**src/rtl/cal_pkg.sv**
```systemverilog
package cal_pkg;
    localparam int DIGIT_W   = 4;
    localparam int NUM_DIGIT = 15;
    localparam int ADDR_W    = 4;

    // Digit positions in bank 0; software depends on this order.
    localparam int P_SEC1  = 0;
    localparam int P_SEC10 = 1;
    localparam int P_MIN1  = 2;
    localparam int P_MIN10 = 3;
    localparam int P_HR1   = 4;
    localparam int P_HR10  = 5;
    localparam int P_DOW   = 6;
    localparam int P_DAY1  = 7;
    localparam int P_DAY10 = 8;
    localparam int P_MON1  = 9;
    localparam int P_MON10 = 10;
    localparam int P_YR1   = 11;
    localparam int P_YR10  = 12;
    localparam int P_YR100 = 13;
    localparam int P_YR1K  = 14;

    localparam logic [ADDR_W-1:0] CTRL_ADDR = 4'hF;

    typedef logic [NUM_DIGIT-1:0][DIGIT_W-1:0] digits_t;
endpackage

```
**src/rtl/cal_month_days.sv**
```systemverilog
module cal_month_days
    import cal_pkg::*;
(
    input  logic [DIGIT_W-1:0] mon_ones,
    input  logic [DIGIT_W-1:0] mon_tens,
    input  logic [3:0][DIGIT_W-1:0] year_dig,
    output logic [DIGIT_W-1:0] last_ones,
    output logic [DIGIT_W-1:0] last_tens
);
    logic [7:0] month_bin;
    logic [7:0] yr_low;
    logic [7:0] yr_high;
    logic       leap;

    always_comb begin
        month_bin = {4'b0, mon_tens} * 8'd10 + {4'b0, mon_ones};
        yr_low    = {4'b0, year_dig[1]} * 8'd10 + {4'b0, year_dig[0]};
        yr_high   = {4'b0, year_dig[3]} * 8'd10 + {4'b0, year_dig[2]};
        // Century years follow the upper two digits.
        leap = (yr_low != 8'd0) ? (yr_low[1:0] == 2'b00) : (yr_high[1:0] == 2'b00);
        last_tens = 4'd3;
        last_ones = 4'd1;
        case (month_bin)
            8'd2: begin
                last_tens = 4'd2;
                last_ones = leap ? 4'd9 : 4'd8;
            end
            8'd4, 8'd6, 8'd9, 8'd11: last_ones = 4'd0;
            default: ;
        endcase
    end
endmodule

```
**src/rtl/cal_advance.sv**
```systemverilog
module cal_advance
    import cal_pkg::*;
(
    input  digits_t cur,
    output digits_t nxt
);
    logic [DIGIT_W-1:0] last_ones;
    logic [DIGIT_W-1:0] last_tens;
    logic c_sec, c_min, c_hr, c_day, c_mon, c_yr;

    cal_month_days u_days (
        .mon_ones (cur[P_MON1]),
        .mon_tens (cur[P_MON10]),
        .year_dig (cur[P_YR1K:P_YR1]),
        .last_ones(last_ones),
        .last_tens(last_tens)
    );

    always_comb begin
        nxt   = cur;
        c_sec = 1'b0;
        c_min = 1'b0;
        c_hr  = 1'b0;
        c_day = 1'b0;
        c_mon = 1'b0;
        c_yr  = 1'b0;
        // seconds
        if (cur[P_SEC1] == 4'd9) begin
            nxt[P_SEC1] = 4'd0;
            if (cur[P_SEC10] == 4'd5) begin
                nxt[P_SEC10] = 4'd0;
                c_sec = 1'b1;
            end else begin
                nxt[P_SEC10] = cur[P_SEC10] + 4'd1;
            end
        end else begin
            nxt[P_SEC1] = cur[P_SEC1] + 4'd1;
        end
        // minutes
        if (c_sec) begin
            if (cur[P_MIN1] == 4'd9) begin
                nxt[P_MIN1] = 4'd0;
                if (cur[P_MIN10] == 4'd5) begin
                    nxt[P_MIN10] = 4'd0;
                    c_min = 1'b1;
                end else begin
                    nxt[P_MIN10] = cur[P_MIN10] + 4'd1;
                end
            end else begin
                nxt[P_MIN1] = cur[P_MIN1] + 4'd1;
            end
        end
        // hours, 24-hour form
        if (c_min) begin
            if (cur[P_HR10] == 4'd2 && cur[P_HR1] == 4'd3) begin
                nxt[P_HR1]  = 4'd0;
                nxt[P_HR10] = 4'd0;
                c_hr = 1'b1;
            end else if (cur[P_HR1] == 4'd9) begin
                nxt[P_HR1]  = 4'd0;
                nxt[P_HR10] = cur[P_HR10] + 4'd1;
            end else begin
                nxt[P_HR1] = cur[P_HR1] + 4'd1;
            end
        end
        // weekday and day of month
        if (c_hr) begin
            nxt[P_DOW] = (cur[P_DOW] == 4'd6) ? 4'd0 : cur[P_DOW] + 4'd1;
            if (cur[P_DAY10] == last_tens && cur[P_DAY1] == last_ones) begin
                nxt[P_DAY1]  = 4'd1;
                nxt[P_DAY10] = 4'd0;
                c_day = 1'b1;
            end else if (cur[P_DAY1] == 4'd9) begin
                nxt[P_DAY1]  = 4'd0;
                nxt[P_DAY10] = cur[P_DAY10] + 4'd1;
            end else begin
                nxt[P_DAY1] = cur[P_DAY1] + 4'd1;
            end
        end
        // month
        if (c_day) begin
            if (cur[P_MON10] == 4'd1 && cur[P_MON1] == 4'd2) begin
                nxt[P_MON1]  = 4'd1;
                nxt[P_MON10] = 4'd0;
                c_mon = 1'b1;
            end else if (cur[P_MON1] == 4'd9) begin
                nxt[P_MON1]  = 4'd0;
                nxt[P_MON10] = 4'd1;
            end else begin
                nxt[P_MON1] = cur[P_MON1] + 4'd1;
            end
        end
        // year digit cascade
        c_yr = c_mon;
        for (int i = P_YR1; i <= P_YR1K; i++) begin
            if (c_yr) begin
                if (cur[i] == 4'd9) begin
                    nxt[i] = 4'd0;
                end else begin
                    nxt[i] = cur[i] + 4'd1;
                    c_yr   = 1'b0;
                end
            end
        end
    end
endmodule

```
**src/rtl/calendar_regs.sv**
```systemverilog
module calendar_regs
    import cal_pkg::*;
#(
    parameter int BUSY_CYCLES = 4
) (
    input  logic               clk,
    input  logic               rst_n,
    input  logic               tick_i,
    input  logic [ADDR_W-1:0]  addr_i,
    input  logic               wr_en_i,
    input  logic               rd_en_i,
    input  logic [DIGIT_W-1:0] wdata_i,
    output logic [DIGIT_W-1:0] rdata_o
);
    localparam int CNT_W = $clog2(BUSY_CYCLES + 1);
    localparam logic [CNT_W-1:0] CNT_LOAD = CNT_W'(BUSY_CYCLES);

    typedef struct packed {
        digits_t            dig;
        logic [1:0]         bank;
        logic               stop;
        logic [CNT_W-1:0]   busy_cnt;
        logic [DIGIT_W-1:0] rdata;
    } state_t;

    state_t  st_d, st_q;
    digits_t dig_next;
    logic    busy;
    logic    accept_tick;
    logic [DIGIT_W-1:0] rd_mux;

    cal_advance u_adv (
        .cur(st_q.dig),
        .nxt(dig_next)
    );

    always_comb begin
        busy        = (st_q.busy_cnt != '0);
        accept_tick = tick_i && !st_q.stop && !busy;

        if (addr_i == CTRL_ADDR)
            rd_mux = {st_q.bank, st_q.stop, busy};
        else if (st_q.bank == 2'd0)
            rd_mux = st_q.dig[addr_i];
        else
            rd_mux = '0;

        st_d = st_q;
        if (busy) begin
            st_d.busy_cnt = st_q.busy_cnt - 1'b1;
            if (st_q.busy_cnt == CNT_W'(1))
                st_d.dig = dig_next;
        end
        if (accept_tick)
            st_d.busy_cnt = CNT_LOAD;

        if (wr_en_i) begin
            if (addr_i == CTRL_ADDR) begin
                st_d.bank = wdata_i[3:2];
                st_d.stop = wdata_i[1];
            end else if (st_q.bank == 2'd0 && st_q.stop && !busy) begin
                st_d.dig[addr_i] = wdata_i;
            end
        end

        if (rd_en_i)
            st_d.rdata = rd_mux;
    end

    always_ff @(posedge clk) begin
        if (!rst_n)
            st_q <= '0;
        else
            st_q <= st_d;
    end

    assign rdata_o = st_q.rdata;

    a_r3_tick_raises_busy: assert property (@(posedge clk) disable iff (!rst_n)
        (tick_i && !st_q.stop && st_q.busy_cnt == '0) |=> (st_q.busy_cnt != '0));

    a_r3_commit_on_busy_fall: assert property (@(posedge clk) disable iff (!rst_n)
        $fell(st_q.busy_cnt != '0) |-> !$stable(st_q.dig));

    a_r4_stopped_digits_hold: assert property (@(posedge clk) disable iff (!rst_n)
        (st_q.stop && st_q.busy_cnt == '0 && !wr_en_i) |=> $stable(st_q.dig));

    a_r5_other_bank_no_write: assert property (@(posedge clk) disable iff (!rst_n)
        (wr_en_i && st_q.bank != 2'd0 && addr_i != CTRL_ADDR && st_q.busy_cnt == '0)
        |=> $stable(st_q.dig));

    a_r10_busy_bit_not_writable: assert property (@(posedge clk) disable iff (!rst_n)
        (wr_en_i && addr_i == CTRL_ADDR && !tick_i && st_q.busy_cnt == '0)
        |=> (st_q.busy_cnt == '0));
endmodule

```
**config.mk**
```make
export PLATFORM = sky130hd
export DESIGN_NAME = calendar_regs
export DESIGN_NICKNAME = d
export VERILOG_FILES = /design/src/rtl/cal_pkg.sv /design/src/rtl/cal_month_days.sv /design/src/rtl/cal_advance.sv /design/src/rtl/calendar_regs.sv
export SDC_FILE = /design/constraint.sdc
export NUM_CORES = 1
export LEC_CHECK = 0
export BUFFER_PORTS_ARGS = -buffer_cell sky130_fd_sc_hd__buf_2
export CAP_MARGIN = 15
export CELL_PAD_IN_SITES_DETAIL_PLACEMENT = 0
export CELL_PAD_IN_SITES_GLOBAL_PLACEMENT = 1
export CORE_MARGIN = 2
export CORE_UTILIZATION = 52
export DETAILED_ROUTE_END_ITERATION = 16
export PLACE_DENSITY = 0.95
export SLEW_MARGIN = 10
export SYNTH_ARGS = -nofsm -noshare
export SYNTH_HDL_FRONTEND = slang
export SYNTH_SLANG_ARGS = --single-unit
export TNS_END_PERCENT = 50
```
**constraint.sdc**
```tcl
create_clock -name clk -period 9.2 [get_ports clk]
set_clock_uncertainty 0.15 [all_clocks]
set_input_delay 0.92 -clock clk [delete_from_list [all_inputs] [get_ports clk]]
set_output_delay 0.92 -clock clk [all_outputs]
set_load 0.05 [all_outputs]
```
After elaboration in Yosys (flattened, before gate mapping):

Cells that the tools add are included.
W data, S select, Z words.

* $add $sub $neg: 18
* multiply operators: 3
* divide/modulo/power cells: 0
* magnitude comparators: 2
* eq/ne operators: 25
* shift operators: 0
* multiplexer cells: 64
* bitwise logic cells: 1
* reduce and logical (&&, ||, !) cells: 19

Operator list (count)
* $mux W60: 4
* $mux W4: 25
* $mux W63: 1
* $bwmux W60: 1
* $add A4 B1 Y4 const B: 14
* $mux W8: 6
* $eq A4 B4 Y1 const B: 10
* $mux W1: 20
* $add A8 B4 Y8: 2
* $bmux W4 S4: 1
* $demux W4 S4: 1
* $eq A8 B3 Y1 const B: 2
* $eq A8 B4 Y1 const B: 2
* $mul A4 B3 Y7 const B: 2
* $eq A4 B2 Y1 const B: 3
* $eq A4 B3 Y1 const B: 3
* $mux W12: 1
* $mux W3: 3
* $eq A8 B2 Y1 const B: 1
* $logic_and A1 B1 Y1: 8
* $pmux W4 S2: 1
* $reduce_bool A8 Y1: 1
* $logic_not A2 Y1: 3
* $lt A4 B5 Y1 const B: 1
* other kinds (15): 16

* flip-flop bits (word level): 70
* latch bits: 0
* bits in writable memories: 0
* memory bits (read-only): 0
* word-level logic and storage cells: 152
* memories: 0

Logic depth before layout (Yosys ltp):

Gate-level depths: netlist of the first run.

* depth in word-level cells: 21
* mapped depth: 12

By module:

From an unflattened synthesis of the first run, not the netlist that was laid out.

* cell total of the unflattened synthesis: 711
* area, all modules: 6261.0 µm²

By module, submodules not included
* calendar_regs: times used 1, cells an instance 392, area each 3967.6 µm², sequential area each 1401.3 µm²
* cal_advance: times used 1, cells an instance 248, area each 1675.4 µm², sequential area each 0.0 µm²
* cal_month_days: times used 1, cells an instance 71, area each 618.1 µm², sequential area each 0.0 µm²

Worst setup path before layout of the first run:

No wires, ideal clock.

* path type: register to register
* from: register st_q[59] in the netlist's numbering
* to: register st_q[55] in the netlist's numbering
* library setup time: 74 ps
* arrival: 3408 ps
* required time: 8976 ps
* slack: 5568 ps
* stages on the path, launching flop included: 13
* path buffers: 1
* period minus slack after synthesis: 3632 ps
* cell sequence: dfxtp_1 -> ha_1 -> ha_1 -> fa_1 -> xor2_1 -> o211ai_1 -> a311o_1 -> a221oi_1 -> o22ai_1 -> or2_1 -> buf_6 -> or4_1 -> a31oi_1

* cells in the longest elaborated chain, start to end: 18

RTL lines
* from (decl): RTL line calendar_regs.sv:26 `state_t st_d, st_q;`
* from (signal assigned): RTL line calendar_regs.sv:74 `st_q <= st_d;`
* $mul A4 B3 Y7 (*): RTL line cal_month_days.sv:17 `yr_low = {4'b0, year_dig[1]} * 8'd10 + {4'b0, year_dig[0]};`
* $add A8 B4 Y8 (*): RTL line cal_month_days.sv:17
* $reduce_bool A8 Y1 (*): RTL line cal_month_days.sv:20 `leap = (yr_low != 8'd0) ? (yr_low[1:0] == 2'b00) : (yr_high[1:0] == 2'b00);`
* $mux W1 (*): RTL line cal_month_days.sv:20
* $mux W1 (*): RTL line cal_month_days.sv:26 `last_ones = leap ? 4'd9 : 4'd8;`
* $pmux W4 S2 (*): RTL line cal_month_days.sv:23 `case (month_bin)`
* $eq A4 B4 Y1 (*): RTL line cal_advance.sv:69 `if (cur[P_DAY10] == last_tens && cur[P_DAY1] == last_ones) begin`
* $logic_and A1 B1 Y1 (*): RTL line cal_advance.sv:69
* [2 not listed]
* $mux W1 (*): RTL line cal_advance.sv:81 `if (c_day) begin`
* $mux W4 (*): RTL line cal_advance.sv:96 `if (c_yr) begin`
* $mux W60 (*): RTL line calendar_regs.sv:51 `if (st_q.busy_cnt == CNT_W'(1))`
* $mux W60 (*): RTL line calendar_regs.sv:49 `if (busy) begin`
* $bwmux W60: RTL line calendar_regs.sv:62 `st_d.dig[addr_i] = wdata_i;`
* $mux W60: RTL line calendar_regs.sv:61 `end else if (st_q.bank == 2'd0 && st_q.stop && !busy) begin`
* $mux W60: RTL line calendar_regs.sv:58 `if (addr_i == CTRL_ADDR) begin`
* $mux W63 (*): RTL line calendar_regs.sv:57 `if (wr_en_i) begin`

Every way passes the cells marked *; elsewhere a longest branch is shown, timed or not.
A chain may end at the register's enable or synchronous reset.

Final worst setup path of the first run:

* from: register st_q[61] in the netlist's numbering
* to: register st_q[42] in the netlist's numbering

* cells in the longest elaborated chain, start to end: 16

RTL lines
* $mul A4 B3 Y7 (*): RTL line cal_month_days.sv:17
* $add A8 B4 Y8 (*): RTL line cal_month_days.sv:17
* $reduce_bool A8 Y1 (*): RTL line cal_month_days.sv:20
* $mux W1 (*): RTL line cal_month_days.sv:20
* $mux W1 (*): RTL line cal_month_days.sv:26
* $pmux W4 S2 (*): RTL line cal_month_days.sv:23
* $eq A4 B4 Y1 (*): RTL line cal_advance.sv:69
* $logic_and A1 B1 Y1 (*): RTL line cal_advance.sv:69
* $mux W8 (*): RTL line cal_advance.sv:69
* $mux W12 (*): RTL line cal_advance.sv:67 `if (c_hr) begin`
* $mux W60 (*): RTL line calendar_regs.sv:51
* $mux W60 (*): RTL line calendar_regs.sv:49
* $bwmux W60: RTL line calendar_regs.sv:62
* $mux W60: RTL line calendar_regs.sv:61
* $mux W60: RTL line calendar_regs.sv:58
* $mux W63 (*): RTL line calendar_regs.sv:57

Marks and branches as above.

==> run metrics, run 1 <==
Max Cap Viol=0; vias per cell=roughly 6.6; Flop pwr share=a little under half; Leakage Power=between 1.5 and 2 nW; Rel. slew slack=about a fifth; Net Sw Power=0.206 mW; remaining global-route overflow=0; Gate power share=14.1%; final core utilization=56.8%; Synth cell types=63; WS Path Type=reg -> reg; area added between synthesis and finish=5.62%; Die W=105 um; first-pass GRT wire length=23900 um; Global Route Usage Sum=between 20% and 30%; Hold Fails Final Rpt=0; Slew Viols, Final=0; Setup violations, final=0; die area=0.0109 mm2; Ys Warns=0; hold path depth=2; Min Hold Slack=approximately 330 ps; Slew @ Worst Pin=1200 ps; GPL Wtd Cong=0.954; Clock Sinks=70; crit path DAT=between 4000 and 5000 ps; status=finished clean; CP Capture Type=register; core area=0.00977 mm2; WP data required=about 9400 ps; CTS tree=yes; I/O Buffers=16; CP peak stage delay=approximately 540 ps; Hold EP=rdata_o[2]$_SDFFE_PN0P_; register area share after synthesis=a little over a quarter; initial antenna violation count=0; mean post-synth cell area=8.03 um2; postcts setup bufs=0; Crit Path Max Fanout=15; R2R depth=11; layout cells sized above 1=under 10%; Top FF cell, synth=dfxtp_1; ys async rst share=0%; # nets final=686; CTS buffer count=9; post-synth design cell area=around 0.0053 mm2; reg2reg end=st_q[42]$_SDFF_PN0_; worst path cell trace=ha_1, ha_1, fa_1, inv_1, nor4b_1, a211oi_1, a221oi_1, a211o_1, nor2_1, o41ai_1, o221a_2; Peak Freq=0.240 GHz; hold crit path type=reg -> reg; most common cell after layout, fill and taps aside=dfxtp_1; overall routed net length=14800 um; root buf cell=clkbuf_8; initial core utilization=between 50% and 60%; most frequent CP cell=ha_1; CTS Hold Bufs=0; RSZ-0062 raised after global routing=false; PD cells=123 mW/mm2; Pint=around 0.48 mW; worst r2r src=st_q[61]$_SDFF_PN0_; hold path start=rdata_o[2]$_SDFFE_PN0P_; antenna-violating nets left=0; Wirelength per Cell=19.0 um; EDFF count, synth=0; # resized after CTS=0; clock latency on the worst-skew pair=360 ps; Clock Power Share=between 30% and 40%; commonest cells after routing, fill and taps aside=70 x dfxtp_1, 58 x nand2_1, 57 x nor2_1; die height=approximately 100 um; post-synthesis net count=roughly 700; DP Area=between 0.005 and 0.006 mm2; r2r setup slk=5030 ps; Clk pin slew, worst setup/hold paths=90 ps; DP Wirelength=~10000 um; peak supply drop=about 0.000069 V; sum of negative setup slack=0 ps; Yosys reg bits=70; vias=a little over 5000; CP startpoint kind=register; initial drt markers=between 300 and 400; Layout Cell Area excl Fill=0.00555 mm2; clk buf depth=2; H-tree lvl count=3; First-pass DRT Iterations=4; Period Utilization, post-route=between 40% and 50%; Tmin final=about 4200 ps; Post-route DRC=0; sw frac=a little under a third; vias in the first global route=4863; I/O pin count=17; Syn Inst Count=654; largest net degree at the start of global routing=37; Worst path slowest cell=a211o_1; FP Rows=36; antenna cells=0
state kept, by name, indices dropped and copies added (netlist names):
signal,count
rdata_o,4
st_q,66
area by class of cell:
type	count	area, um2
fill	922	4230
multi-input combinational	515	3560
sequential	70	1400
tap	133	166
clock buffer	10	138
inverter	31	116
timing repair buffer	18	95.1
clock inverter	6	67.6
kinds of logic (layout without fill, tap and decap cells):
group | after synthesis | after routing | share of synthesized area [%]
AO/OA/AOI/OAI | 181 | 181 | 22.8
flip-flops | 70 | 70 | 26.7
XOR/XNOR | 28 | 28 | 4.67
buffers and inverters | 69 | 65 | 5.48
multiplexers | 22 | 22 | 8.00
adder cells (fa/ha/maj) | 28 | 28 | 7.24
AND/OR/NAND/NOR | 256 | 256 | 25.2
metrics by stage:
| stage | power [mW] | setup slack (ps) | instances |
|---|---|---|---|
| 2_1_floorplan | 0.396 | 5570 | 654 |
| 3_3_place_gp | 0.420 | 5260 | 767 |
| 3_5_place_dp | 0.424 | 5100 | 767 |
| 4_1_cts | 0.684 | 5080 | 783 |
| 5_1_grt | 0.712 | 4780 | 783 |
| 6_report | 0.684 | 5030 | 783 |
per-layer routing:
metal	vias to the layer above	GRT usage, %	routed length (um)
li1	2425	-	-
met1	2482	35.7	6500
met2	224	43.5	6750
met3	47	5.70	1170
met4	0	10.0	432
met5	-	0	0
cells in the mapped netlist (all sizes together) (5+ instances only):
cell type,n,area share (%)
a21o,6,0.86
nor3,18,1.7
o311ai,5,0.83
xor2,12,2.0
xnor2,16,2.7
nand2,58,4.1
a311oi,5,0.83
nor3b,5,0.81
dfxtp,70,27
clkbuf,27,2.0
or2,5,0.60
mux2i,6,1.1
and4,5,0.83
o21ai,49,4.7
nor2,57,4.1
ha,24,5.7
nor4,12,1.5
a211o,5,0.83
a31oi,18,2.1
and3,9,1.1
a21oi,29,2.8
nand4,14,1.7
buf,11,1.3
mux4,16,6.9
inv,31,2.2
a22oi,5,0.71
and2,9,1.1
o22ai,5,0.60
a211oi,26,3.7
nor2b,21,2.5
nand3,24,2.3
worst max-delay path, delay by kind of cell (launching register included):
family          cells  cell delay, ps
compound gates      5            1650
fa+ha+maj           3            1010
buf+inv             1              60
flops               1             500
simple gates        2             760
worst max path at each step:
stage / slack, ps / endpoint / start
finish: 5030 / st_q[42]$_SDFF_PN0_ / st_q[61]$_SDFF_PN0_
global route: 4780 / st_q[68]$_SDFF_PN0_ / st_q[4]$_SDFFE_PP0N_
CTS: 5080 / st_q[55]$_SDFF_PN0_ / st_q[53]$_SDFF_PN0_
global placement: 5260 / st_q[55]$_SDFF_PN0_ / st_q[61]$_SDFF_PN0_
floorplan: 5570 / st_q[55]$_SDFF_PN0_ / st_q[59]$_SDFF_PN0_
detailed placement: 5100 / st_q[55]$_SDFF_PN0_ / st_q[53]$_SDFF_PN0_
power groups by stage:
stage / Combinational [mW] / Clock [mW] / Sequential, mW
floorplan: 0.0697 / 0 / 0.326
global placement: 0.0907 / 0 / 0.329
detailed placement: 0.0937 / 0 / 0.330
CTS: 0.0941 / 0.267 / 0.323
global route: 0.104 / 0.282 / 0.325
finish: 0.0964 / 0.264 / 0.324
(Power assumes the default switching activity.)
==> run 2, diff against run 1 <==
--- a/config.mk
+++ b/config.mk
@@ -10,9 +10,9 @@
 export CELL_PAD_IN_SITES_DETAIL_PLACEMENT = 0
 export CELL_PAD_IN_SITES_GLOBAL_PLACEMENT = 1
 export CORE_MARGIN = 2
-export CORE_UTILIZATION = 52
+export CORE_UTILIZATION = 43
 export DETAILED_ROUTE_END_ITERATION = 16
-export PLACE_DENSITY = 0.95
+export PLACE_DENSITY = 0.85
 export SLEW_MARGIN = 10
 export SYNTH_ARGS = -nofsm -noshare
 export SYNTH_HDL_FRONTEND = slang
==> constraint.sdc (replaced) <==
create_clock -name clk -period 3.4 [get_ports clk]
set_clock_uncertainty 0.15 [all_clocks]
set_input_delay 0.34 -clock clk [delete_from_list [all_inputs] [get_ports clk]]
set_output_delay 0.34 -clock clk [all_outputs]
set_load 0.05 [all_outputs]
==> run 2 against run 1 <==
  * The flow now finishes with violations (negative setup slack)
  * Largest cell class unchanged
  * Routed wire length increased by 8.2%
  * Critical path type unchanged
  * Sequential power increased to 2.7 times the previous value
  * Sequential share of layout area decreased by 2.7 points
  * Worst setup slack got worse by 5000 ps
  * Worst hold slack got worse by 220 ps
  * Clock power increased to 3.5 times the previous value
  * Combinational power increased to 2.8 times the previous value
==> run metrics, run 2 (synthesis results as in run 1) <==
status=finished, violations left; failing checks=negative setup slack; Hold Fails Final Rpt=0 (unchanged); Peak Freq=0.293 GHz (+22%); vias in the first global route=4789 (-1.5%); first-pass GRT wire length=25000 um (+4.6%); Clock Power Share=44.7% (+6.1 points); core area=0.0120 mm2 (+22%); postcts setup bufs=0 (unchanged); hold crit path type=in -> reg; CP peak stage delay=570 ps (+30 ps); worst path cell trace=ha_4, ha_4, fa_2, nand2b_4, nor4_1, a211o_1, and3_4, a211o_4, or2_1, or4_1, a31oi_1; most common cell after layout, fill and taps aside=dfxtp_1; Hold EP=rdata_o[0]$_SDFFE_PN0P_; reg2reg end=st_q[55]$_SDFF_PN0_; Slew Viols, Final=0 (unchanged); Crit Path Max Fanout=5 (-10); GPL Wtd Cong=0.921 (-3.4%); die area=0.0131 mm2 (+20%); Global Route Usage Sum=24.4% (-2.7 points); wire length on met2=7110 um (+5.4%); WS Path Type=reg -> reg; commonest cells after routing, fill and taps aside=65 x dfxtp_1, 58 x nand2_1, 57 x nor2_1; antenna cells=0 (unchanged); Layout Cell Area excl Fill=0.00625 mm2 (+13%); CP Capture Type=register; Period Utilization, post-route=100% (+55 points); clk buf depth=2 (unchanged); Worst path slowest cell=fa_2; largest net degree at the start of global routing=36 (-2.7%); Rel. slew slack=55.1% (+36 points); Post-route DRC=0 (unchanged); I/O pin count=17 (unchanged); First-pass DRT Iterations=5 (+1); H-tree lvl count=3 (unchanged); overall routed net length=16100 um (+8.2%); Slew @ Worst Pin=674 ps (-529 ps); remaining global-route overflow=0 (unchanged); most frequent CP cell=ha_4; layout cells sized above 1=20.3% (+11 points); hold path depth=2 (unchanged); CTS tree=yes; die height=115 um (+9.6%); CTS buffer count=9 (unchanged); Non-Filler Instances=831 (+6.1%); clock latency on the worst-skew pair=350 ps (about the same); CP startpoint kind=register; Tmin final=3410 ps (-759 ps); Wirelength per Cell=19.3 um (+2.0%); WP data required=3530 ps (-5820 ps); initial drt markers=453 (+28%); R2R depth=11 (unchanged); Net Sw Power=0.608 mW (+200%); RSZ-0062 raised after global routing=true; Leakage Power=2.37 nW (+20%); area added between synthesis and finish=19.0%; post-place setup slack=-72.7 ps (-5170 ps); worst r2r src=st_q[53]$_SDFF_PN0_; Max Cap Viol=0 (unchanged); Setup violations, final=2 (+2); CTS Hold Bufs=0 (unchanged); vias=5280 (+2.0%); I/O Buffers=16 (unchanged); Min Hold Slack=110 ps (-225 ps); root buf cell=clkbuf_16; Clk pin slew, worst setup/hold paths=70 ps (-20 ps); Pint=1.46 mW (+200%); final worst setup slack=-14.8 ps (-5040 ps); routed metal-1 wirelength=7240 um (+11%); hold path start=rd_en_i; max FFs per register=66 (unchanged); # nets final=720 (+5.0%); Gate power share=13.0% (-1.1 points); Die W=115 um (+9.6%); highest routed layer=met4; Top reg by flops=st_q; sw frac=29.4% (-0.61 points); initial antenna violation count=0 (unchanged); Clock Sinks=70 (unchanged); Flop pwr share=42.3% (-5.0 points); crit path DAT=3540 ps (-780 ps); PD cells=330 mW/mm2 (+170%); antenna-violating nets left=0 (unchanged); DP Area=0.00568 mm2 (+6.4%); FP Rows=40 (+11%); DP Wirelength=11200 um (+6.5%); met3 wire len=1150 um (-1.4%); placed cell count=815 (+6.3%); final core utilization=52.3% (-4.5 points); r2r setup slk=-10 ps (-5040 ps); vias per cell=6.35 (-3.9%); peak supply drop=0.000208 V (+200%); initial core utilization=43.9% (-9.8 points)
==> run 2: per-layer routing <==
| layer | vias up | global-route usage [%] |
|---|---|---|
| met5 | - | 0 |
| li1 | 2486 | - |
| met4 | 0 | 12.3 |
| met2 | 230 | 37.0 |
| met1 | 2522 | 33.7 |
| met3 | 42 | 3.76 |
==> run 2: area by class of cell <==
| class | instances | area [um2] |
|---|---|---|
| clock buffer | 10 | 239 |
| inverter | 31 | 116 |
| timing repair buffer | 52 | 369 |
| clock inverter | 6 | 43.8 |
| sequential | 70 | 1410 |
| tap | 147 | 184 |
| multi-input combinational | 515 | 3890 |
| fill | 1077 | 5710 |
==> run 2: power groups by stage <==
| stage | sequential, mW | clock (mW) | combinational (mW) |
|---|---|---|---|
| 4_1_cts | 0.871 | 0.934 | 0.262 |
| 5_1_grt | 0.876 | 0.971 | 0.291 |
| 6_report | 0.873 | 0.923 | 0.267 |
| 3_5_place_dp | 0.889 | 0 | 0.259 |
| 3_3_place_gp | 0.888 | 0 | 0.252 |
| 2_1_floorplan | 0.881 | 0 | 0.189 |
==> run 2: per-stage QoR <==
step | power [mW] | TNS (ps)
final | 2.06 | -20.3
after global routing | 2.14 | -711
after CTS | 2.07 | -89.3
after detailed placement | 1.15 | -364
after global placement | 1.14 | -43.9
after floorplan | 1.07 | -30.3
==> run 2: repair_timing <==
| item | in CTS | in global routing |
|---|---|---|
| resized for setup | 6 | 49 |
| setup endpoints to repair | 14 | 29 |
| pin swaps | 4 | 10 |
==> run 2: worst max-delay path, delay by kind of cell (launching register included) <==
family | cells | cell delay (ps)
AOI/OAI and AO/OA | 3 | 820
adders and majority gates | 3 | 970
DFF | 1 | 350
and+or+nand+nor | 5 | 1070
==> run 2: worst max-delay path by stage <==
stage                     endpoint  slack, ps                start
6_report       st_q[55]$_SDFF_PN0_        -10  st_q[53]$_SDFF_PN0_
2_1_floorplan  st_q[55]$_SDFF_PN0_        -30  st_q[53]$_SDFF_PN0_
3_3_place_gp   st_q[67]$_SDFF_PN0_        -30  st_q[59]$_SDFF_PN0_
3_5_place_dp   st_q[67]$_SDFF_PN0_        -70  st_q[59]$_SDFF_PN0_
4_1_cts        st_q[57]$_SDFF_PN0_        -30  st_q[59]$_SDFF_PN0_
5_1_grt        st_q[55]$_SDFF_PN0_       -140  st_q[53]$_SDFF_PN0_
==> run 3, diff against run 2 <==
--- a/config.mk
+++ b/config.mk
@@ -10,9 +10,9 @@
 export CELL_PAD_IN_SITES_DETAIL_PLACEMENT = 0
 export CELL_PAD_IN_SITES_GLOBAL_PLACEMENT = 1
 export CORE_MARGIN = 2
-export CORE_UTILIZATION = 43
+export CORE_UTILIZATION = 48
 export DETAILED_ROUTE_END_ITERATION = 16
-export PLACE_DENSITY = 0.85
+export PLACE_DENSITY = 0.89
 export SLEW_MARGIN = 10
 export SYNTH_ARGS = -nofsm -noshare
 export SYNTH_HDL_FRONTEND = slang
==> constraint.sdc (replaced) <==
create_clock -name clk -period 3.8 [get_ports clk]
set_clock_uncertainty 0.15 [all_clocks]
set_input_delay 0.38 -clock clk [delete_from_list [all_inputs] [get_ports clk]]
set_output_delay 0.38 -clock clk [all_outputs]
set_load 0.05 [all_outputs]
==> run 3 against run 2 <==
  * The flow now finishes without violations
  * Sequential cell count is the same
  * Global-route usage grew 2.6 points
  * Sequential share of layout area grew 1.8 points
  * Worst hold slack gained 16 ps
  * Final area shrank 8.0%
  * Critical path type unchanged
  * Largest power group is now registers
==> run metrics, run 3 (synthesis results as in run 1) <==
Global Route Usage Sum=27.0% (+2.6 points); met3 usage=5.02% (+1.3 points); Slew @ Worst Pin=768 ps (+93.7 ps); Multi-input gate area=0.00359 mm2 (-7.6%); max FFs per register=66 (unchanged); Post-route DRC=0 (unchanged); Worst path slowest cell=fa_1; post-place setup slack=76.6 ps (+149 ps); Layout fillers=1043 (-3.2%); GPL Wtd Cong=0.945 (+2.6%); most frequent CP cell=ha_1; initial core utilization=48.9% (+5.0 points); # nets final=706 (-1.9%); Period Utilization, post-route=95.6% (-4.9 points); Hold Fails Final Rpt=0 (unchanged); commonest cells after routing, fill and taps aside=70 x dfxtp_1, 58 x nand2_1, 57 x nor2_1; status=finished clean; I/O Buffers=16 (unchanged); GR Util met2=42.0% (+5.0 points); Wirelength per Cell=18.6 um (-3.7%); GR Util met1=37.0% (+3.2 points); Sequential Area=0.00140 mm2 (-0.80%); CP top delay family=compound AO/OA/AOI/OAI gates; initial drt markers=593 (+31%); hold crit path type=in -> reg; Die W=109 um (-5.2%); crit path DAT=3770 ps (+230 ps); Total Power=1.72 mW (-17%); vias per cell=6.41 (+0.88%); die area=0.0118 mm2 (-10%); vias in the first global route=4857 (+1.4%); gr busiest metal=met2; CP Capture Type=register; CTS tree=yes; peak supply drop=0.000209 V (+0.38%); CP peak stage delay=410 ps (-160 ps); first-pass GRT wire length=24700 um (-1.4%); layout cells sized above 1=12.2% (-8.1 points); largest net degree at the start of global routing=37 (+2.8%); DP Wirelength=10500 um (-5.7%); Crit Path Max Fanout=8 (+3); final worst setup slack=169 ps (+184 ps); Top reg by flops=st_q; H-tree lvl count=3 (unchanged); Tmin final=3630 ps (+216 ps); sum of negative setup slack=0 ps (+20.3 ps); remaining global-route overflow=0 (unchanged); WS Path Type=reg -> reg; most common cell after layout, fill and taps aside=dfxtp_1; PD cells=298 mW/mm2 (-9.5%); CTS buffer count=9 (unchanged); antenna cells=0 (unchanged); final core utilization=53.6% (+1.3 points); clk buf depth=2 (unchanged); WP buf/inv=1 (+1); root buf cell=clkbuf_8; WP data required=3930 ps (+400 ps); FP Rows=38 (-5.0%); I/O pin count=17 (unchanged); clock latency on the worst-skew pair=390 ps (+40 ps); First-pass DRT Iterations=5 (unchanged); Setup violations, final=0 (-2); Min Hold Slack=126 ps (+15.6 ps); die height=109 um (-5.2%); Peak Freq=0.275 GHz (-6.0%); antenna-violating nets left=0 (unchanged); Rel. slew slack=48.1% (-6.9 points); core area=0.0107 mm2 (-10%); Leakage Power=2.10 nW (-11%); Slew Viols, Final=0 (unchanged); CP startpoint kind=register; overall routed net length=15100 um (-6.2%); Max Cap Viol=0 (unchanged); initial antenna violation count=0 (unchanged); Clk pin slew, worst setup/hold paths=80 ps (about the same); worst path cell trace=ha_1, ha_1, fa_1, xor2_1, nor4b_1, a211o_1, and3_1, a211o_2, buf_4, nor3_1, a21oi_1, o31a_1; postcts setup bufs=0 (unchanged); Clock Sinks=70 (unchanged); vias=5192 (-1.7%); area added between synthesis and finish=9.53%
[run 3: worst paths after layout]
kind / from / to / slack [ps] / depth (start not counted)
setup / recovery: st_q[50]$_SDFF_PN0_ / st_q[57]$_SDFF_PN0_ / 170 / 12
hold / removal: rd_en_i / rdata_o[3]$_SDFFE_PN0P_ / 130 / 2
setup reg to reg: st_q[50]$_SDFF_PN0_ / st_q[57]$_SDFF_PN0_ / 170 / 12
hold reg to reg: st_q[8]$_SDFFE_PN0P_ / st_q[8]$_SDFFE_PN0P_ / 340 / 2
[run 3: layout make-up]
cell class              count  area share [%]
multi-input cells         515            62.4
flip-flops and latches     70            24.4
repair buffers             38            4.26
well taps                 140            3.04
clock buffers              11            2.46
inverters                  31            2.02
clock inverters             5            1.41
[run 3: worst register-to-register path, cell delays in order (launching register included)]
cell and delay [ps]:
dfxtp_1 390, ha_1 240, ha_1 220, fa_1 410, xor2_1 180, nor4b_1 150
a211o_1 330, and3_1 180, a211o_2 390, buf_4 190, nor3_1 280, a21oi_1 120
o31a_1 300
[run 3: repair_timing]
action	in CTS	in global routing
endpoints found under the setup margin	0	28
resized for setup	0	6
hold buffers	0	0
[run 3: metrics by stage]
step	instance area [um2]	cells
finish	5750	810
global route	5750	810
CTS	5730	810
detailed placement	5500	794
floorplan	5250	654
global placement	5500	794
[run 3: routing by layer]
metal	routed length [um]	vias up
met4	350	0
li1	-	2459
met5	0	-
met3	1110	32
met2	6740	204
met1	6870	2497
[run 3: where the power goes]
group | leakage (nW) | total (mW) | switching (mW) | internal (mW)
logic | 1.43 | 0.232 | 0.151 | 0.0813
clock network | 0.110 | 0.705 | 0.316 | 0.389
registers | 0.566 | 0.780 | 0.0247 | 0.755
